**config.mk**
```make
export PLATFORM = sky130hd
export DESIGN_NAME = icache_lock_ctrl
export DESIGN_NICKNAME = d
export VERILOG_FILES = /design/src/rtl/icl_pkg.sv /design/src/rtl/icl_lock_table.sv /design/src/rtl/icl_rr_ptr.sv /design/src/rtl/icl_victim.sv /design/src/rtl/icache_lock_ctrl.sv
export SDC_FILE = /design/constraint.sdc
export NUM_CORES = 1
export LEC_CHECK = 0
export ABC_AREA = 1
export BUFFER_PORTS_ARGS = -buffer_cell sky130_fd_sc_hd__buf_2
export CELL_PAD_IN_SITES_DETAIL_PLACEMENT = 0
export CELL_PAD_IN_SITES_GLOBAL_PLACEMENT = 2
export CORE_UTILIZATION = 34
export CTS_BUF_LIST = sky130_fd_sc_hd__clkbuf_2
export CTS_CLUSTER_SIZE = 24
export DETAILED_ROUTE_END_ITERATION = 10
export GPL_TIMING_DRIVEN = 0
export MAX_ROUTING_LAYER = met4
export PLACE_DENSITY = 0.9
export SKIP_LAST_GASP = 1
export SLEW_MARGIN = 15
export SYNTH_ARGS = -nofsm -noshare
export SYNTH_HDL_FRONTEND = slang
export SYNTH_SLANG_ARGS = --single-unit
```
**constraint.sdc**
```tcl
create_clock -name clk -period 4.9 [get_ports clk]
set_input_delay 1.47 -clock clk [delete_from_list [all_inputs] [get_ports clk]]
set_output_delay 1.47 -clock clk [all_outputs]
set_load 0.01 [all_outputs]
```
**src/rtl/icl_pkg.sv**
```systemverilog
package icl_pkg;

    typedef enum logic {
        ST_IDLE,
        ST_FILL
    } icl_state_e;

    // Successor of a way index in round-robin order.
    function automatic int unsigned wrap_next(int unsigned v, int unsigned n);
        return (v + 1 >= n) ? 0 : v + 1;
    endfunction

endpackage

```
**src/rtl/icl_lock_table.sv**
```systemverilog
module icl_lock_table #(
    parameter int unsigned WAYS = 4,
    parameter int unsigned SETS = 32
) (
    input  logic                             clk,
    input  logic                             rst,
    input  logic                             clr_all,
    input  logic                             mark_en,
    input  logic [$clog2(SETS)-1:0]          mark_set,
    input  logic [$clog2(WAYS)-1:0]          mark_way,
    output logic [SETS-1:0][WAYS-1:0]        lock_q
);
    for (genvar s = 0; s < SETS; s++) begin : g_set
        always_ff @(posedge clk) begin
            if (rst || clr_all) begin
                lock_q[s] <= '0;
            end else if (mark_en && (mark_set == s)) begin
                lock_q[s][mark_way] <= 1'b1;
            end
        end

        // At least one way in every set stays replaceable.
        AST_KEEP_FREE: assert property (@(posedge clk) disable iff (rst)
            $countones(lock_q[s]) < WAYS);
    end
endmodule

```
**src/rtl/icl_rr_ptr.sv**
```systemverilog
module icl_rr_ptr
    import icl_pkg::*;
#(
    parameter int unsigned WAYS = 4,
    parameter int unsigned SETS = 32
) (
    input  logic                                 clk,
    input  logic                                 rst,
    input  logic                                 adv_en,
    input  logic [$clog2(SETS)-1:0]              adv_set,
    input  logic [$clog2(WAYS)-1:0]              adv_way,
    output logic [SETS-1:0][$clog2(WAYS)-1:0]    ptr_q
);
    localparam int unsigned WAY_W = $clog2(WAYS);

    for (genvar s = 0; s < SETS; s++) begin : g_set
        always_ff @(posedge clk) begin
            if (rst) begin
                ptr_q[s] <= '0;
            end else if (adv_en && (adv_set == s)) begin
                ptr_q[s] <= WAY_W'(wrap_next(int'(adv_way), WAYS));
            end
        end
    end
endmodule

```
**src/rtl/icl_victim.sv**
```systemverilog
module icl_victim #(
    parameter int unsigned WAYS = 4
) (
    input  logic [WAYS-1:0]               locks,
    input  logic [$clog2(WAYS)-1:0]       ptr,
    output logic [$clog2(WAYS)-1:0]       victim,
    output logic [$clog2(WAYS+1)-1:0]     lock_cnt
);
    localparam int unsigned WAY_W = $clog2(WAYS);
    localparam int unsigned CNT_W = $clog2(WAYS + 1);

    always_comb begin
        logic found;
        found  = 1'b0;
        victim = ptr;
        for (int i = 0; i < WAYS; i++) begin
            logic [WAY_W-1:0] cand;
            cand = WAY_W'((int'(ptr) + i) % WAYS);
            if (!found && !locks[cand]) begin
                victim = cand;
                found  = 1'b1;
            end
        end
    end

    always_comb begin
        lock_cnt = '0;
        for (int i = 0; i < WAYS; i++) begin
            lock_cnt = lock_cnt + CNT_W'(locks[i]);
        end
    end
endmodule

```
**src/rtl/icache_lock_ctrl.sv**
```systemverilog
module icache_lock_ctrl
    import icl_pkg::*;
#(
    parameter int unsigned ADDR_W     = 32,
    parameter int unsigned WAYS       = 4,
    parameter int unsigned SETS       = 32,
    parameter int unsigned LINE_BYTES = 32
) (
    input  logic                        clk,
    input  logic                        rst,
    input  logic                        miss_valid,
    input  logic [ADDR_W-1:0]           miss_addr,
    input  logic                        lock_valid,
    input  logic [ADDR_W-1:0]           lock_addr,
    input  logic                        lock_hit,
    input  logic [$clog2(WAYS)-1:0]     lock_hit_way,
    input  logic                        unlock_all,
    input  logic                        fill_done,
    output logic                        busy,
    output logic                        fill_req,
    output logic [$clog2(SETS)-1:0]     fill_set,
    output logic [$clog2(WAYS)-1:0]     fill_way,
    output logic                        fill_lock,
    output logic                        lock_done,
    output logic                        lock_err
);
    localparam int unsigned OFF_W = $clog2(LINE_BYTES);
    localparam int unsigned IDX_W = $clog2(SETS);
    localparam int unsigned WAY_W = $clog2(WAYS);
    localparam int unsigned CNT_W = $clog2(WAYS + 1);
    localparam int unsigned IDX_HI = OFF_W + IDX_W - 1;

    typedef struct packed {
        logic [IDX_W-1:0] set;
        logic [WAY_W-1:0] way;
        logic             for_lock;
    } fill_t;

    icl_state_e                   state_q;
    fill_t                        fill_q;
    logic                         done_q, err_q;
    logic [SETS-1:0][WAYS-1:0]    lock_q;
    logic [SETS-1:0][WAY_W-1:0]   ptr_q;

    logic [IDX_W-1:0] req_set;
    logic [WAYS-1:0]  req_locks;
    logic [WAY_W-1:0] vic_way;
    logic [CNT_W-1:0] lock_cnt;
    logic idle, set_full, hit_is_locked;
    logic take_unlock, take_lock, take_miss;
    logic lock_refuse, hit_mark, hit_ack, start_fill, complete;
    logic mark_en;
    logic [IDX_W-1:0] mark_set;
    logic [WAY_W-1:0] mark_way;

    logic [2*(ADDR_W-IDX_W)-1:0] unused_addr_bits;
    assign unused_addr_bits = {miss_addr[ADDR_W-1:IDX_HI+1], miss_addr[OFF_W-1:0],
                               lock_addr[ADDR_W-1:IDX_HI+1], lock_addr[OFF_W-1:0]};

    // Request decode: at most one request is taken, and only when idle.
    assign idle        = (state_q == ST_IDLE);
    assign take_unlock = idle && unlock_all;
    assign take_lock   = idle && !unlock_all && lock_valid;
    assign take_miss   = idle && !unlock_all && !lock_valid && miss_valid;

    assign req_set   = lock_valid ? lock_addr[OFF_W +: IDX_W] : miss_addr[OFF_W +: IDX_W];
    assign req_locks = lock_q[req_set];

    icl_victim #(.WAYS(WAYS)) u_victim (
        .locks    (req_locks),
        .ptr      (ptr_q[req_set]),
        .victim   (vic_way),
        .lock_cnt (lock_cnt)
    );

    assign set_full      = (lock_cnt == CNT_W'(WAYS - 1));
    assign hit_is_locked = req_locks[lock_hit_way];
    assign lock_refuse   = take_lock && !(lock_hit && hit_is_locked) && set_full;
    assign hit_mark      = take_lock && lock_hit && !hit_is_locked && !set_full;
    assign hit_ack       = take_lock && lock_hit && !lock_refuse;
    assign start_fill    = take_miss || (take_lock && !lock_hit && !set_full);
    assign complete      = (state_q == ST_FILL) && fill_done;

    // Lock bit updates: in place on a hit, or after a lock fill has completed.
    assign mark_en  = hit_mark || (complete && fill_q.for_lock);
    assign mark_set = complete ? fill_q.set : req_set;
    assign mark_way = complete ? fill_q.way : lock_hit_way;

    icl_lock_table #(.WAYS(WAYS), .SETS(SETS)) u_locks (
        .clk      (clk),
        .rst      (rst),
        .clr_all  (take_unlock),
        .mark_en  (mark_en),
        .mark_set (mark_set),
        .mark_way (mark_way),
        .lock_q   (lock_q)
    );

    icl_rr_ptr #(.WAYS(WAYS), .SETS(SETS)) u_ptr (
        .clk     (clk),
        .rst     (rst),
        .adv_en  (complete),
        .adv_set (fill_q.set),
        .adv_way (fill_q.way),
        .ptr_q   (ptr_q)
    );

    always_ff @(posedge clk) begin
        if (rst) begin
            state_q <= ST_IDLE;
            fill_q  <= '0;
            done_q  <= 1'b0;
            err_q   <= 1'b0;
        end else begin
            done_q <= hit_ack || (complete && fill_q.for_lock);
            err_q  <= lock_refuse;
            case (state_q)
                ST_IDLE: if (start_fill) begin
                    state_q <= ST_FILL;
                    fill_q  <= '{set: req_set, way: vic_way, for_lock: take_lock};
                end
                ST_FILL: if (fill_done) state_q <= ST_IDLE;
                default: state_q <= ST_IDLE;
            endcase
        end
    end

    assign busy      = !idle;
    assign fill_req  = (state_q == ST_FILL);
    assign fill_set  = fill_q.set;
    assign fill_way  = fill_q.way;
    assign fill_lock = fill_q.for_lock;
    assign lock_done = done_q;
    assign lock_err  = err_q;

    AST_VICTIM_UNLOCKED: assert property (@(posedge clk) disable iff (rst)
        fill_req |-> !lock_q[fill_set][fill_way]);
    AST_FILL_HOLD: assert property (@(posedge clk) disable iff (rst)
        (fill_req && !fill_done) |=> (fill_req && $stable(fill_way) && $stable(fill_set)));
    AST_DONE_ERR_EXCL: assert property (@(posedge clk) disable iff (rst)
        !(lock_done && lock_err));
    AST_ERR_NO_FILL: assert property (@(posedge clk) disable iff (rst)
        lock_err |-> !fill_req);
    AST_UNLOCK_CLEARS: assert property (@(posedge clk) disable iff (rst)
        (unlock_all && !busy) |=> (lock_q == '0));
endmodule

```
==> results.toml <==
[status]
outcome = "complete, no violations"

[synth]
synth_area_per_cell_um2 = 6.48
synthFlopType = "dfxtp_1"
yosys.area.top_type_share_pct = 38.2
syn_inst = 1643
synthesis.area_mm2 = 0.0106
synth_top_cell_by_area = "dfxtp_1"
synth_cell_type_count = 28
ys_seq_area_share_pct = 38.2
synth_nets = 1720
async_reset_ff_share_pct = 0
synth-edff-count = 0
synth_seq_cells = 203
yosysWarnings = 0
synthTopCellsByArea = "dfxtp_1 38%, nand3_1 12%, nand2_1 9.4%, inv_1 8.6%, a21oi_1 6.4%"

[route]
via_per_inst = 5.37
wl_per_cell_um = 21.0
totalWireLength_um = 45400
vias = 11700
dr.pass1.iters = 6
drtIter0Drc = 1198
drtAntennaViolNets = 0
drc_errors = 0

[sta]
slew_violations = 0
tightest_slew_ns = 0.911
fmax_mhz = 209
maxSlewHeadroom_pct = 38.8
finalSetupTns_ns = 0
setup_viol = 0
timing_hold_violations_final = 0
min_period_over_period_pct = 97.4
rsz0062_at_grt = "true"
finClkSkew_ns = 0.135
period_minus_slack_ns = 4.77

[clock_tree]
clockBufferDepth = 3
cts.sinks = 203
cts.htree.levels = 2
cts.clk_slew.worst_paths_ns = 0.09
cts_buffers = 57
cts-root-buf = "clkbuf_2"
cts_tree = "built"
hold_buffers = 0
insertion_delay_ns = 0.94

[floorplanning]
fp-row-count = 64
die_h_um = 179
dieArea_mm2 = 0.0320
design.core.area_mm2 = 0.0307
initial_core_util_pct = 34.7
ios = 85
die_x_um = 179

[run]
maxCapViolCount = 0

[worst_hold_path]
min_to = "u_locks.lock_q[93]"
hold_path_depth = 2
worstHoldPathType = "reg2reg"
hp-start = "u_locks.lock_q[93]"

[power_and_ir_drop]
power.switching_mw = 1.46
powerDensity_mw_per_mm2 = 324
peakVddDrop_mv = 0.150
pwr-share-comb_pct = 22.6
clkPwrFrac_pct = 33.8
total_leakage_power_nw = 4.70
sw_frac_of_total_pct = 37.8
p_seq_share_pct = 43.6
internal-power_mw = 2.39
fin_total_pwr_mw = 3.85

[cells_and_area]
areaGrowthSynthToFinish_pct = 11.4
final_common_cell = "nand2_1"
final_cell_mix = "264 x nand2_1, 246 x nand3_1, 244 x inv_1, 203 x dfxtp_1, 164 x nor2_1"
final_nets = 1811
drive_gt1_share_pct = 10.6

[global_route]
grt_busiest_layer = "met2"
antenna_found_initial = 1
grt_max_degree = 16
gr-usage-all-layers_pct = 29.4
grt_pass1_wl_um = 66800
grtUsageMet2_pct = 43.8
met1_usage_pct = 37.8
overflow = 0
grt_pass1_vias = 10900
use_met3_pct = 4.66

[placement]
finalWeightedCongestion = 0.961
dp_hpwl_um = 32800
io_buffers = 30

[critical_path]
r2r-start = "u_locks.lock_q[56]"
cp-start-kind = "input port"
critPathArrivalTime_ns = 5.52
rrSetupSlack_ns = 1.35
crit_path_end_kind = "register"
path_max_fanout = 10
cp.required_ns = 5.64
crit_type = "in2reg"
r2r-end = "u_locks.lock_q[115]"
ff2ff_path_depth = 22
cells by family after synthesis:
| group | Yosys count | synth area share (%) |
|---|---|---|
| AOI/OAI and AO/OA | 256 | 12.4 |
| adders and majority gates | 4 | 0.541 |
| buffers and inverters | 361 | 14.1 |
| DFF | 203 | 38.2 |
| and+or+nand+nor | 819 | 34.8 |
Yosys cell counts (all sizes together), types with 3 or more instances:
| cell | n |
|---|---|
| a21oi | 136 |
| inv | 245 |
| nand2 | 272 |
| nand3 | 246 |
| nor2 | 165 |
| clkbuf | 59 |
| ha | 3 |
| dfxtp | 203 |
| o21bai | 8 |
| nor3 | 35 |
| o21ai | 109 |
| buf | 55 |
| nand3b | 3 |
| nand4 | 97 |
power by group through the flow:
stage	clock network, mW	registers, mW	logic (mW)
global placement	0	1.71	0.834
CTS	1.33	1.68	0.838
finish	1.30	1.68	0.868
global route	1.41	1.68	0.931
detailed placement	0	1.71	0.833
floorplan	0	1.72	0.514
registers in the layout (all words and copies together) (netlist names):
name / cells
fill_set: 5
lock_err: 1
lock_done: 1
u_ptr.ptr_q: 64
u_locks.lock_q: 128
busy: 1
fill_way: 2
fill_lock: 1
routing by layer:
layer	vias up	share of wire (%)
met4	0	5.8
li1	5585	-
met3	143	6.9
met1	5421	44
met2	506	43
met5	-	0
worst max path at each step:
stage | cells past startpoint | start | slack [ns] | end
6_report | 26 | lock_valid | 0.13 | u_locks.lock_q[115]
5_1_grt | 27 | lock_valid | -0.05 | fill_way[0]
4_1_cts | 26 | lock_valid | 0.12 | fill_way[0]
3_5_place_dp | 25 | lock_valid | -1.23 | fill_way[0]
3_3_place_gp | 24 | lock_valid | -1.19 | fill_way[0]
2_1_floorplan | 23 | lock_valid | 0.41 | fill_set[3]
metrics by stage:
step / setup slack [ns] / utilization [%] / hold slack, ns / instance area [µm²] / std cells
3_5_place_dp: -1.23 / 36.8 / 0.440 / 11300 / 2069
6_report: 0.125 / 38.7 / 0.453 / 11900 / 2169
3_3_place_gp: -1.19 / 36.8 / 0.436 / 11300 / 2069
4_1_cts: 0.117 / 38.5 / 0.452 / 11800 / 2166
5_1_grt: -0.0455 / 38.7 / 0.467 / 11900 / 2169
2_1_floorplan: 0.412 / - / 0.430 / 10600 / 1643
area by class of cell:
type                            instances  area [µm²]
Antenna cell                            1        2.50
Buffer                                114         589
Clock buffer                           88         440
Clock inverter                          9        65.1
Fill cell                            3456       18800
Inverter                              247         927
Multi-Input combinational cell       1079        5100
Sequential cell                       203        4060
Tap cell                              396         495
Timing Repair Buffer                   32         165
repair_timing:
item                                    4_1_cts  5_1_grt
buffers inserted                              0        2
pin swaps                                     0        0
endpoints found under the setup margin       27       40
endpoints found under the hold margin         0        0
gates resized for setup                       5       12
worst max-delay path, cell delays in order:
cell      delay, ns
buf_2          0.12
buf_6          0.19
nand2_2        0.19
nand2_4        0.26
buf_2          0.36
nand2_1        0.08
nand3_1        0.08
nand3_1        0.08
nand3_1        0.19
nand2_1        0.08
nand2_1        0.07
nand2_1        0.18
ha_1           0.33
inv_1          0.04
fa_1           0.35
inv_1          0.06
ha_1           0.21
inv_1          0.07
nor3_2         0.05
nand3b_1       0.16
nand2_2        0.16
buf_6          0.21
nand2_1        0.20
o21ai_1        0.18
inv_1          0.05
nor2_1         0.07
(Power assumes the default switching activity.)
